File: src/rtl/rce_pkg.sv
// Package: shared state encoding and pixel-format decode for the rectangle copy engine.
// Assumes one memory word holds one byte; pixels occupy 1..4 consecutive words.
package rce_pkg;

    typedef enum logic [1:0] {
        ST_IDLE  = 2'd0,
        ST_CHECK = 2'd1,
        ST_RD    = 2'd2,
        ST_WR    = 2'd3
    } rce_state_t;

    // Bytes per pixel for a format code; zero marks an unsupported code.
    function automatic logic [2:0] fmt_bytes(input logic [3:0] code);
        case (code)
            4'd2:       return 3'd1;
            4'd3, 4'd4: return 3'd2;
            4'd5:       return 3'd3;
            4'd6:       return 3'd4;
            default:    return 3'd0;
        endcase
    endfunction

endpackage

File: src/rtl/rce_origin.sv
// Module: converts a programmed coordinate pair into the top-left start corner.
// A clear direction bit means the programmed value is the far edge. The extra
// top bit of each result flags a start that would fall below zero. Assumes a
// non-zero extent; a zero extent is rejected elsewhere.
module rce_origin #(
    parameter int COORD_W = 12
) (
    input  logic [COORD_W-1:0] pos_x,
    input  logic [COORD_W-1:0] pos_y,
    input  logic [COORD_W-1:0] ext_w,
    input  logic [COORD_W-1:0] ext_h,
    input  logic               dir_x,
    input  logic               dir_y,
    output logic [COORD_W-1:0] start_x,
    output logic [COORD_W-1:0] start_y,
    output logic               under
);

    logic [COORD_W:0] ox;
    logic [COORD_W:0] oy;

    // Far-edge to near-edge conversion with a sign bit kept.
    always_comb begin
        ox = dir_x ? {1'b0, pos_x}
                   : {1'b0, pos_x} + (COORD_W+1)'(1) - {1'b0, ext_w};
        oy = dir_y ? {1'b0, pos_y}
                   : {1'b0, pos_y} + (COORD_W+1)'(1) - {1'b0, ext_h};
    end

    assign start_x = ox[COORD_W-1:0];
    assign start_y = oy[COORD_W-1:0];
    assign under   = ox[COORD_W] | oy[COORD_W];

endmodule

File: src/rtl/rce_bounds.sv
// Module: range check and first-row address for one operand.
// Rejects a zero pitch, a base at/after the memory end, and an extent whose
// limit base + x + (y + h) * pitch reaches the memory end. The first address
// points at the leftmost byte of the row walked first (top or bottom).
module rce_bounds #(
    parameter int MEM_SIZE = 4096,
    parameter int COORD_W  = 12,
    parameter int PITCH_W  = 12,
    parameter int OFS_W    = 16,
    parameter int MEM_AW   = 12
) (
    input  logic [COORD_W-1:0] start_x,
    input  logic [COORD_W-1:0] start_y,
    input  logic [COORD_W-1:0] ext_h,
    input  logic               dir_y,
    input  logic [OFS_W-1:0]   base,
    input  logic [PITCH_W-1:0] pitch,
    input  logic [2:0]         bpb,
    output logic [MEM_AW-1:0]  first_addr,
    output logic               reject
);

    localparam int BW = OFS_W + COORD_W + PITCH_W + 4;

    logic [BW-1:0]      limit;
    logic [COORD_W-1:0] row0;

    // Conservative end-of-extent limit and validity decision.
    always_comb begin
        limit  = BW'(base) + BW'(start_x) + (BW'(start_y) + BW'(ext_h)) * BW'(pitch);
        reject = (pitch == '0) || (BW'(base) >= BW'(MEM_SIZE)) || (limit >= BW'(MEM_SIZE));
    end

    // Row walked first: top row for downward walks, bottom row otherwise.
    always_comb begin
        row0       = dir_y ? start_y : start_y + ext_h - COORD_W'(1);
        first_addr = MEM_AW'(base) + MEM_AW'(row0) * MEM_AW'(pitch)
                   + MEM_AW'(start_x) * MEM_AW'(bpb);
    end

endmodule

File: src/rtl/rce_walker.sv
// Module: byte-granular scan over a rectangle for source and destination at once.
// Steps a column counter across a row of row_bytes bytes, then moves both row
// pointers by their pitch, up or down as dir_y says. dir_x picks ascending or
// descending byte order inside a row. Operands must stay stable from load on.
module rce_walker #(
    parameter int MEM_AW  = 12,
    parameter int COORD_W = 12,
    parameter int RB_W    = 15
) (
    input  logic               clk,
    input  logic               rst_n,
    input  logic               load,
    input  logic               step,
    input  logic               dir_x,
    input  logic               dir_y,
    input  logic [RB_W-1:0]    row_bytes,
    input  logic [COORD_W-1:0] rows,
    input  logic [MEM_AW-1:0]  src_first,
    input  logic [MEM_AW-1:0]  dst_first,
    input  logic [MEM_AW-1:0]  src_pitch,
    input  logic [MEM_AW-1:0]  dst_pitch,
    output logic [MEM_AW-1:0]  src_addr,
    output logic [MEM_AW-1:0]  dst_addr,
    output logic               last
);

    logic [RB_W-1:0]    col;
    logic [COORD_W-1:0] row;
    logic [MEM_AW-1:0]  s_row;
    logic [MEM_AW-1:0]  d_row;
    logic [RB_W-1:0]    offset;
    logic               row_end;

    assign row_end = (col == row_bytes - RB_W'(1));
    assign last    = row_end && (row == rows - COORD_W'(1));

    // Byte offset in the row, mirrored for right-to-left walks.
    always_comb begin
        offset   = dir_x ? col : row_bytes - RB_W'(1) - col;
        src_addr = s_row + MEM_AW'(offset);
        dst_addr = d_row + MEM_AW'(offset);
    end

    // Column and row advance with pitch stepping at row ends.
    always_ff @(posedge clk) begin
        if (!rst_n) begin
            col   <= '0;
            row   <= '0;
            s_row <= '0;
            d_row <= '0;
        end else if (load) begin
            col   <= '0;
            row   <= '0;
            s_row <= src_first;
            d_row <= dst_first;
        end else if (step) begin
            if (row_end) begin
                col   <= '0;
                row   <= row + COORD_W'(1);
                s_row <= dir_y ? s_row + src_pitch : s_row - src_pitch;
                d_row <= dir_y ? d_row + dst_pitch : d_row - dst_pitch;
            end else begin
                col <= col + RB_W'(1);
            end
        end
    end

endmodule

File: src/rtl/rce_engine.sv
// Module: top of the rectangle copy engine.
// Captures a command on start while idle, checks it for one cycle, then copies
// byte by byte (read cycle, write cycle) through a memory port whose read data
// arrives one cycle after the request. It ends with a done or error pulse and
// writes back the destination position after a successful copy.
module rce_engine #(
    parameter int MEM_SIZE = 4096,
    parameter int COORD_W  = 12,
    parameter int PITCH_W  = 12,
    parameter int OFS_W    = 16,
    parameter int DATA_W   = 8,
    localparam int MEM_AW  = $clog2(MEM_SIZE)
) (
    input  logic               clk,
    input  logic               rst_n,
    input  logic               start,
    input  logic [3:0]         fmt_code,
    input  logic               dir_x,
    input  logic               dir_y,
    input  logic               sel_operand,
    input  logic [COORD_W-1:0] src_x,
    input  logic [COORD_W-1:0] src_y,
    input  logic [COORD_W-1:0] dst_x,
    input  logic [COORD_W-1:0] dst_y,
    input  logic [COORD_W-1:0] width,
    input  logic [COORD_W-1:0] height,
    input  logic [PITCH_W-1:0] src_pitch,
    input  logic [PITCH_W-1:0] dst_pitch,
    input  logic [PITCH_W-1:0] dflt_pitch,
    input  logic [OFS_W-1:0]   src_base,
    input  logic [OFS_W-1:0]   dst_base,
    input  logic [OFS_W-1:0]   dflt_base,
    output logic               busy,
    output logic               done,
    output logic               error,
    output logic [COORD_W-1:0] pos_x,
    output logic [COORD_W-1:0] pos_y,
    output logic               mem_req,
    output logic               mem_we,
    output logic [MEM_AW-1:0]  mem_addr,
    output logic [DATA_W-1:0]  mem_wdata,
    input  logic [DATA_W-1:0]  mem_rdata
);

    import rce_pkg::*;

    localparam int RB_W   = COORD_W + 3;
    localparam int N_OPND = 2;   // index 0 = source, 1 = destination

    rce_state_t state;

    logic [3:0]         c_fmt;
    logic               c_dx, c_dy, c_sel;
    logic [COORD_W-1:0] c_sx, c_sy, c_tx, c_ty, c_w, c_h;
    logic [PITCH_W-1:0] c_sp, c_tp, c_fp;
    logic [OFS_W-1:0]   c_sb, c_tb, c_fb;

    logic [2:0]         bpb;
    logic [RB_W-1:0]    row_bytes;
    logic               cmd_bad;

    logic [COORD_W-1:0] op_x     [N_OPND];
    logic [COORD_W-1:0] op_y     [N_OPND];
    logic [COORD_W-1:0] op_sx    [N_OPND];
    logic [COORD_W-1:0] op_sy    [N_OPND];
    logic [PITCH_W-1:0] op_pitch [N_OPND];
    logic [OFS_W-1:0]   op_base  [N_OPND];
    logic [MEM_AW-1:0]  op_first [N_OPND];
    logic [N_OPND-1:0]  op_under;
    logic [N_OPND-1:0]  op_rej;

    logic [MEM_AW-1:0]  w_src, w_dst;
    logic               w_last;

    // Capture command operands when a start is taken in idle.
    always_ff @(posedge clk) begin
        if (!rst_n) begin
            c_fmt <= '0; c_dx <= 1'b0; c_dy <= 1'b0; c_sel <= 1'b0;
            c_sx  <= '0; c_sy <= '0;   c_tx <= '0;   c_ty  <= '0;
            c_w   <= '0; c_h  <= '0;
            c_sp  <= '0; c_tp <= '0;   c_fp <= '0;
            c_sb  <= '0; c_tb <= '0;   c_fb <= '0;
        end else if (state == ST_IDLE && start) begin
            c_fmt <= fmt_code; c_dx <= dir_x; c_dy <= dir_y; c_sel <= sel_operand;
            c_sx  <= src_x;    c_sy <= src_y; c_tx <= dst_x; c_ty  <= dst_y;
            c_w   <= width;    c_h  <= height;
            c_sp  <= src_pitch; c_tp <= dst_pitch; c_fp <= dflt_pitch;
            c_sb  <= src_base;  c_tb <= dst_base;  c_fb <= dflt_base;
        end
    end

    // Route captured values to the per-operand checkers, applying the set select.
    always_comb begin
        op_x[0]     = c_sx;
        op_y[0]     = c_sy;
        op_x[1]     = c_tx;
        op_y[1]     = c_ty;
        op_pitch[0] = c_sel ? c_sp : c_fp;
        op_pitch[1] = c_sel ? c_tp : c_fp;
        op_base[0]  = c_sel ? c_sb : c_fb;
        op_base[1]  = c_sel ? c_tb : c_fb;
    end

    generate
        for (genvar g = 0; g < N_OPND; g++) begin : g_opnd
            rce_origin #(
                .COORD_W (COORD_W)
            ) u_origin (
                .pos_x   (op_x[g]),
                .pos_y   (op_y[g]),
                .ext_w   (c_w),
                .ext_h   (c_h),
                .dir_x   (c_dx),
                .dir_y   (c_dy),
                .start_x (op_sx[g]),
                .start_y (op_sy[g]),
                .under   (op_under[g])
            );

            rce_bounds #(
                .MEM_SIZE (MEM_SIZE),
                .COORD_W  (COORD_W),
                .PITCH_W  (PITCH_W),
                .OFS_W    (OFS_W),
                .MEM_AW   (MEM_AW)
            ) u_bounds (
                .start_x    (op_sx[g]),
                .start_y    (op_sy[g]),
                .ext_h      (c_h),
                .dir_y      (c_dy),
                .base       (op_base[g]),
                .pitch      (op_pitch[g]),
                .bpb        (bpb),
                .first_addr (op_first[g]),
                .reject     (op_rej[g])
            );
        end
    endgenerate

    // Whole-command validity and row length in bytes.
    always_comb begin
        bpb       = fmt_bytes(c_fmt);
        row_bytes = RB_W'(c_w) * RB_W'(bpb);
        cmd_bad   = (bpb == 3'd0) || (c_w == '0) || (c_h == '0)
                  || (|op_under) || (|op_rej);
    end

    rce_walker #(
        .MEM_AW  (MEM_AW),
        .COORD_W (COORD_W),
        .RB_W    (RB_W)
    ) u_walker (
        .clk       (clk),
        .rst_n     (rst_n),
        .load      (state == ST_CHECK && !cmd_bad),
        .step      (state == ST_WR),
        .dir_x     (c_dx),
        .dir_y     (c_dy),
        .row_bytes (row_bytes),
        .rows      (c_h),
        .src_first (op_first[0]),
        .dst_first (op_first[1]),
        .src_pitch (MEM_AW'(op_pitch[0])),
        .dst_pitch (MEM_AW'(op_pitch[1])),
        .src_addr  (w_src),
        .dst_addr  (w_dst),
        .last      (w_last)
    );

    // Sequencer: check, then alternate read and write until the last byte.
    always_ff @(posedge clk) begin
        if (!rst_n) begin
            state <= ST_IDLE;
            done  <= 1'b0;
            error <= 1'b0;
            pos_x <= '0;
            pos_y <= '0;
        end else begin
            done  <= 1'b0;
            error <= 1'b0;
            case (state)
                ST_IDLE:  if (start) state <= ST_CHECK;
                ST_CHECK: begin
                    if (cmd_bad) begin
                        error <= 1'b1;
                        state <= ST_IDLE;
                    end else begin
                        state <= ST_RD;
                    end
                end
                ST_RD:    state <= ST_WR;
                ST_WR: begin
                    if (w_last) begin
                        done  <= 1'b1;
                        state <= ST_IDLE;
                        pos_x <= c_dx ? op_sx[1] + c_w : op_sx[1];
                        pos_y <= c_dy ? op_sy[1] + c_h : op_sy[1];
                    end else begin
                        state <= ST_RD;
                    end
                end
                default:  state <= ST_IDLE;
            endcase
        end
    end

    // Memory port: read from the source pointer, write the returned byte back out.
    always_comb begin
        busy      = (state != ST_IDLE);
        mem_req   = (state == ST_RD) || (state == ST_WR);
        mem_we    = (state == ST_WR);
        mem_addr  = mem_we ? w_dst : w_src;
        mem_wdata = mem_rdata;
    end

endmodule

File: config.mk
export PLATFORM = sky130hd
export DESIGN_NAME = rce_engine
export DESIGN_NICKNAME = d
export VERILOG_FILES = /design/src/rtl/rce_pkg.sv /design/src/rtl/rce_origin.sv /design/src/rtl/rce_bounds.sv /design/src/rtl/rce_walker.sv /design/src/rtl/rce_engine.sv
export SDC_FILE = /design/constraint.sdc
export NUM_CORES = 2
export LEC_CHECK = 0
export BUFFER_PORTS_ARGS = -buffer_cell sky130_fd_sc_hd__clkbuf_2
export CAP_MARGIN = 30
export CELL_PAD_IN_SITES_DETAIL_PLACEMENT = 1
export CELL_PAD_IN_SITES_GLOBAL_PLACEMENT = 2
export CORE_MARGIN = 2
export CORE_UTILIZATION = 41
export CTS_CLUSTER_SIZE = 40
export DETAILED_ROUTE_END_ITERATION = 7
export PLACE_DENSITY = 0.95
export SYNTH_ARGS = -nofsm -noshare
export SYNTH_HDL_FRONTEND = slang
export SYNTH_SLANG_ARGS = --single-unit
File: constraint.sdc
create_clock -name clk -period 28.5 [get_ports clk]
set_input_delay 4.275 -clock clk [delete_from_list [all_inputs] [get_ports clk]]
set_output_delay 4.275 -clock clk [all_outputs]
set_load 0.005 [all_outputs]
# ---- Yosys cells after proc, flatten, opt, wreduce, memory -nomap -nowiden
# Cells that the tools add are included.
# Widths: inputs -> output; s select.
dict set report totals {
  regBits 242
  inputBits 174
  output_inout_bits 49
  word_cells 145
}
dict set report classes {
  n_addsub 34
  mul 7
  n_lt_le_gt_ge 4
  eq_ne 11
  n_mux 30
  bitwise_logic 3
  n_reduce_logical 31
}
# operator n
set ops {}
lappend ops {{$mux 12} 16}
lappend ops {{$add 12x12->12} 11}
lappend ops {{$add 44x44->44} 2}
lappend ops {{$ge 44x13->1 const B} 2}
lappend ops {{$mul 44x12->44} 2}
lappend ops {{$add 12x1->13 const B} 4}
lappend ops {{$mux 13} 4}
lappend ops {{$sub 13x12->13} 4}
lappend ops {{$logic_not 12->1} 4}
lappend ops {{$sub 12x1->12 const B} 3}
lappend ops {{$sub 12x12->12} 3}
lappend ops {{$add 16x12->17} 2}
lappend ops {{$ge 16x13->1 const B} 2}
lappend ops {{$mux 16} 2}
lappend ops {{$add 12x12->13} 2}
lappend ops {{$mul 12x12->12} 2}
lappend ops {{$mul 12x3->12} 2}
lappend ops {{$add 15x1->15 const B} 1}
lappend ops {{$eq 15x15->1} 1}
lappend ops {{$mul 12x3->15} 1}
lappend ops {{$mux 15} 1}
lappend ops {{$sub 15x1->15 const B} 1}
lappend ops {{$add 12x1->12 const B} 1}
lappend ops {{$eq 12x12->1} 1}
lappend ops {{19 further kinds} 46}

# ---- Logic depth before layout (Yosys ltp)
dict set report logic_depth {
  word_depth 14
  ltp_mapped 48
  ltp_nobuf 44
}

# ---- By module
# Synthesis repeated with hierarchy kept, for this count alone.
dict set report hier_totals {
  hier_cells 4921
  hier_area_um2 40198.6
}
# module n_inst cells_per_inst area_each_um2 seq_area_each_um2
set modules_own_cells {}
lappend modules_own_cells {{rce_bounds at g_opnd[0].u_bounds} 1 1209 10553.9 0.0}
lappend modules_own_cells {{rce_bounds at g_opnd[1].u_bounds} 1 1205 10507.6 0.0}
lappend modules_own_cells {rce_engine 1 1275 9975.8 3823.7}
lappend modules_own_cells {rce_walker 1 794 5908.2 1021.0}
lappend modules_own_cells {rce_origin 2 219 1626.6 0.0}

# ---- Worst setup path after synthesis
# No wires, ideal clock.
dict set report synth_timing {
  path_kind {reg2reg}
  from {register c_dy}
  to {register u_walker.d_row[11]}
  setup_time_ps 115
  arrival_ps 10335
  required_time_ps 28385
  slack_ps 18051
  stages_incl_launch_ff 39
  n_path_buf 8
  synth_period_minus_slack_ps 10449
  path_cell_list {dfxtp_1 buf_4 clkbuf_1 clkbuf_1 clkbuf_1 clkbuf_1 clkbuf_1 buf_1 a21o_1 ha_1 buf_6 nor2b_4 a221o_1 a211o_4 a2111oi_4 and3_1 xnor2_1 o21ai_0 (+3 left out) inv_1 fa_1 fa_1 inv_1 fa_1 fa_1 xor2_1 xnor2_1 xnor2_1 xnor3_1 xnor3_1 xnor2_1 xnor3_1 xnor2_1 xnor3_1 xnor2_2 xnor3_1 o21a_1}
}
dict set report synth_via {
  elab_chain_len 12
  word_cells_on_any_way 33
  cone_classes {add/sub: 8; mul: 3; order compare: 2; mux: 7; bitwise: 2; reduce/logical: 11}
}
# element line_no
set synth_rtl {}
lappend synth_rtl {{from (decl)} rce_engine.sv:53} ;# logic c_dx, c_dy, c_sel;
lappend synth_rtl {{from (signal assigned)} rce_engine.sv:84} ;# c_fmt <= fmt_code; c_dx <= dir_x; c_dy <= dir_y; c_sel <= sel_operand;
lappend synth_rtl {{$mux 13} rce_origin.sv:26} ;# oy = dir_y ? {1'b0, pos_y}
lappend synth_rtl {{$add 12x12->13} rce_bounds.sv:30} ;# limit = BW'(base) + BW'(start_x) + (BW'(start_y) + BW'(ext_h)) * BW'(pitch);
lappend synth_rtl {{$mul 44x12->44} rce_bounds.sv:30}
lappend synth_rtl {{$add 44x44->44} rce_bounds.sv:30}
lappend synth_rtl {{$ge 44x13->1} rce_bounds.sv:31} ;# reject = (pitch == '0) || (BW'(base) >= BW'(MEM_SIZE)) || (limit >= BW'(MEM_SIZE));
lappend synth_rtl {{$logic_or 1x1->1} rce_bounds.sv:31}
lappend synth_rtl {{$reduce_or 2->1} rce_engine.sv:145} ;# || (|op_under) || (|op_rej);
lappend synth_rtl {{$logic_or 1x1->1} rce_engine.sv:145}
lappend synth_rtl {{$logic_not 1->1} rce_engine.sv:155} ;# .load (state == ST_CHECK && !cmd_bad),
lappend synth_rtl {{$logic_and 1x1->1} rce_engine.sv:155}
lappend synth_rtl {{$reduce_bool 2->1 (no source line)} -}
lappend synth_rtl {{$reduce_and 2->1 (no source line)} -}
lappend synth_rtl {{to (signal assigned)} rce_walker.sv:55} ;# d_row <= dst_first;
lappend synth_rtl {{to (signal assigned)} rce_walker.sv:61} ;# d_row <= dir_y ? d_row + dst_pitch : d_row - dst_pitch;
lappend synth_rtl {{to (decl)} rce_walker.sv:30} ;# logic [MEM_AW-1:0] d_row;
# Parallel ways exist; a longest one is shown, timed or not. The select of a mux whose other input is x is not followed.
# A chain may end at the register's enable or synchronous reset.

# ---- Worst setup path in the final report
dict set report layout_timing {
  from {register c_h[2]}
  to {register u_walker.row[5]}
}
dict set report layout_via {
  elab_chain_len 12
  word_cells_on_any_way 25
  cone_classes {add/sub: 6; mul: 2; order compare: 2; mux: 2; bitwise: 2; reduce/logical: 11}
}
# element line_no
set layout_rtl {}
lappend layout_rtl {{from (decl)} rce_engine.sv:54} ;# logic [COORD_W-1:0] c_sx, c_sy, c_tx, c_ty, c_w, c_h;
lappend layout_rtl {{from (signal assigned)} rce_engine.sv:86} ;# c_w <= width; c_h <= height;
lappend layout_rtl {{$sub 13x12->13} rce_origin.sv:27} ;# : {1'b0, pos_y} + (COORD_W+1)'(1) - {1'b0, ext_h};
lappend layout_rtl {{$mux 13} rce_origin.sv:26}
lappend layout_rtl {{$add 12x12->13} rce_bounds.sv:30}
lappend layout_rtl {{$mul 44x12->44} rce_bounds.sv:30}
lappend layout_rtl {{$add 44x44->44} rce_bounds.sv:30}
lappend layout_rtl {{$ge 44x13->1} rce_bounds.sv:31}
lappend layout_rtl {{$logic_or 1x1->1} rce_bounds.sv:31}
lappend layout_rtl {{$reduce_or 2->1} rce_engine.sv:145}
lappend layout_rtl {{$logic_or 1x1->1 (*)} rce_engine.sv:145}
lappend layout_rtl {{$logic_not 1->1 (*)} rce_engine.sv:155}
lappend layout_rtl {{$logic_and 1x1->1 (*)} rce_engine.sv:155}
lappend layout_rtl {{$reduce_or 2->1 (no source line) (*)} -}
lappend layout_rtl {{to (signal assigned)} rce_walker.sv:59} ;# row <= row + COORD_W'(1);
lappend layout_rtl {{to (decl)} rce_walker.sv:28} ;# logic [COORD_W-1:0] row;
# Every way passes the cells marked *; elsewhere a longest branch is shown, timed or not.

==> results.tsv <==
stage	metric	value	unit
synthesis	synthesis.instances	4911	
critical_path	cpPeakStageDelay	880	ps
grt	grt_max_degree	86	
power_and_ir_drop	pwr-share-comb	0.766	
synthesis	synth.distinct_cells	91	
power_and_ir_drop	worst_ir_drop_vdd	0.0637	mV
power_and_ir_drop	share_seq_of_total_power	0.104	
detailed_routing	wl_per_cell	24.2	um
power_and_ir_drop	p_leak	20.4	nW
sta	fin_worst_skew	36.7	ps
synthesis	yosysSeqAreaShare	0.126	
die	fp-row-count	112	
synthesis	ys.warnings.count	0	
cts	ctsRootBufferMaster	sky130_fd_sc_hd__clkbuf_16	
layout	area_growth	9.34	%
detailed_routing	drtIter0Drc	2490	
hold_path	worstHoldPathCells	2	
power_and_ir_drop	pwr-share-clk	0.130	
critical_path	critPathRequiredTime	28950	ps
outcome	status	finished clean	
layout	antenna-diode-count	0	
sta	post-route-min-period	12600	ps
sta	final_max_slew_viol_count	0	
sta	finalSetupViolations	0	
synthesis	yosys_most_used_dff	sky130_fd_sc_hd__dfxtp_1	
critical_path	worst_setup_path_start_kind	flip-flop	
cts	cts.reportedPaths.clkPinSlew	60	ps
detailed_routing	drc	0	
sta	min_period_over_period	0.442	
synthesis	synth.cell_area	0.0385	sq mm
place	placedInstanceArea	0.0409	sq mm
cts	cts.sink_count	242	
critical_path	critical_path_peak_fanout	37	
critical_path	arrival	13050	ps
place	final_gp_congestion	0.966	
grt	antenna_found_initial	4	
power_and_ir_drop	power_per_cell_area	85.9	mW/mm^2
die	core_region_area	0.0932	sq mm
critical_path	path_depth	41	
cts	cts_hold_buffers	0	
sta	timing_hold_violations_final	0	
layout	post_route_cells_drive_above_1_share	0.0814	
cts	worstSkewPairLatency	620	ps
place	dp.final_hpwl	125	mm
detailed_routing	routed_via_density	5.59	
die	start_util	0.413	
layout	fin_area	0.0421	sq mm
detailed_routing	wl	153	mm
critical_path	cpLargestDelayFamily	adder cells	
sta	final.setup.tns	0	ps
die	floorplan.io_pins	223	
sta	timing.slew.headroom	0.254	
power_and_ir_drop	intPower	1.66	mW
place	port_buffers	206	
grt	track_usage	0.315	
synthesis	postSynthNetCount	5987	
grt	wire_length_of_the_first_global_routing_pass	232	mm
hold_path	worst_hold_path_type	reg -> reg	
cts	cts_resized	0	
die	die-area	0.0964	sq mm
critical_path	criticalPathCategory	reg -> reg	
layout	final_common_cell	sky130_fd_sc_hd__nand2_1	
cts	cts-htree-levels	2	
critical_path	critPathMostFrequentCell	sky130_fd_sc_hd__inv_1	
sta	least_margin_pin_slew	1120	ps
die	chipHeight	311	um
sta	rsz0062_at_grt	false	
grt	global_route.overflow_total	0	
detailed_routing	antenna_violating_nets_post_route	0	
layout	num-nets-final	6112	
synthesis	synth-edff-count	0	
grt	first_global_vias	37403	
synthesis	synthesis.area_per_instance	7.84	sq um
sta	fmaxAchievable	79.4	MHz
detailed_routing	detailedRoute.firstPassIterationCount	5	
power_and_ir_drop	p_sw	1.96	mW
synthesis	synth.ff_latch_count	242	
critical_path	rr_worst_depth	41	
synthesis	async_reset_ff_frac	0	
detailed_routing	dr_total_vias	35316	
job	cap_viol_max_count	0	
layout	mostFrequentLayoutCells	sky130_fd_sc_hd__nand2_1, sky130_fd_sc_hd__inv_1, sky130_fd_sc_hd__ha_1, sky130_fd_sc_hd__fa_1, sky130_fd_sc_hd__a21oi_1	
power_and_ir_drop	switching_share	0.541	
cts	post-cts-setup-buffer-count	0	
cts	ctsLongestPathBuffers	3	
cts	cts_tree	built	
critical_path	critical_path_endpoint_category	flip-flop	
die	die_w	311	um
cts	numCtsBuffers	34	
critical_path	timing.critical_path.slowest_stage_cell	sky130_fd_sc_hd__nor4bb_2	
critical_path	worst-path-buf-inv	6	
cell usage after synthesis, types with 19 or more instances:
cell | n | area, sq um
sky130_fd_sc_hd__nand3_1 | 47 | 235
sky130_fd_sc_hd__o21ai_0 | 144 | 721
sky130_fd_sc_hd__mux2i_1 | 40 | 400
sky130_fd_sc_hd__nand2b_1 | 74 | 463
sky130_fd_sc_hd__dfxtp_1 | 242 | 4840
sky130_fd_sc_hd__inv_1 | 722 | 2710
sky130_fd_sc_hd__nand2_1 | 868 | 3260
sky130_fd_sc_hd__nor2b_1 | 37 | 231
sky130_fd_sc_hd__nor4_1 | 19 | 119
sky130_fd_sc_hd__a21oi_1 | 402 | 2010
sky130_fd_sc_hd__fa_1 | 427 | 8550
sky130_fd_sc_hd__ha_1 | 475 | 5940
sky130_fd_sc_hd__nor2_1 | 398 | 1490
sky130_fd_sc_hd__a211oi_1 | 31 | 233
sky130_fd_sc_hd__nor3_1 | 48 | 240
sky130_fd_sc_hd__clkbuf_1 | 150 | 563
sky130_fd_sc_hd__nand4_1 | 26 | 163
sky130_fd_sc_hd__and3_1 | 32 | 200
sky130_fd_sc_hd__o21bai_1 | 41 | 308
sky130_fd_sc_hd__xnor2_1 | 197 | 1730
sky130_fd_sc_hd__mux2_2 | 26 | 293
sky130_fd_sc_hd__and2_1 | 43 | 269
sky130_fd_sc_hd__a21o_1 | 65 | 488
sky130_fd_sc_hd__xor2_1 | 68 | 596
per-layer routing:
layer / track usage / part of all wire / up-vias
met5: 0 / 0.000085 / -
met3: 0.0451 / 0.066 / 278
met4: 0.150 / 0.055 / 2
li1: - / - / 16051
met1: 0.422 / 0.43 / 17734
met2: 0.501 / 0.45 / 1251
per-stage QoR:
stage | util | hold WS [ps] | total power, mW | setup slack (ps) | std cells
finish | 0.452 | 452 | 3.62 | 15900 | 6314
global route | 0.452 | 466 | 3.92 | 15140 | 6314
CTS | 0.452 | 452 | 3.61 | 16010 | 6313
detailed placement | 0.439 | 444 | 3.10 | 16090 | 6253
global placement | 0.439 | 441 | 3.02 | 16370 | 6245
floorplan | - | 432 | 2.22 | 18050 | 4911
flip-flops by register name (all words and copies together) (netlist names), 15 cells and up:
signal,flops
c_tb,16
u_walker.col,15
c_fb,16
c_sb,16
worst paths after layout:
check / start / endpoint / slack, ps
hold / removal: c_fb[8]$_SDFFE_PN0P_ / c_fb[8]$_SDFFE_PN0P_ / 450
setup / recovery: c_h[2]$_SDFFE_PN0P_ / u_walker.row[5]$_SDFFE_PP0P_ / 15900
setup reg to reg: c_h[2]$_SDFFE_PN0P_ / u_walker.row[5]$_SDFFE_PP0P_ / 15900
hold reg to reg: c_fb[8]$_SDFFE_PN0P_ / c_fb[8]$_SDFFE_PN0P_ / 450
kinds of logic (layout without fill, tap and decap cells):
family,count (synthesis),count (layout),share of synthesized area
flip-flops,242,242,0.126
AO/OA/AOI/OAI,842,842,0.132
buffers and inverters,914,1063,0.0914
adder cells (fa/ha/maj),902,902,0.376
AND/OR/NAND/NOR,1662,1662,0.187
XOR/XNOR,280,280,0.0683
multiplexers,69,69,0.0193
cell type report:
cell class | count | area, sq um
clock buffers | 43 | 956
clock inverters | 17 | 225
fillers | 11463 | 51100
inverters | 726 | 2730
multi-input cells | 3755 | 30200
flip-flops and latches | 242 | 4850
well taps | 1254 | 1570
repair buffers | 277 | 1570
worst min-delay path: cells and delay by family (launching register included):
family           cells  cell delay (ps)
flip-flops           1              300
AND/OR/NAND/NOR      1               50
AO/OA/AOI/OAI        1               50
power by group through the flow:
stage | sequential [mW] | clock [mW] | combinational [mW]
floorplan | 0.369 | 0 | 1.85
global placement | 0.383 | 0 | 2.64
detailed placement | 0.383 | 0 | 2.72
CTS | 0.376 | 0.481 | 2.75
global route | 0.378 | 0.490 | 3.05
finish | 0.377 | 0.471 | 2.77
No activity file was read; power rests on OpenSTA's default activity.
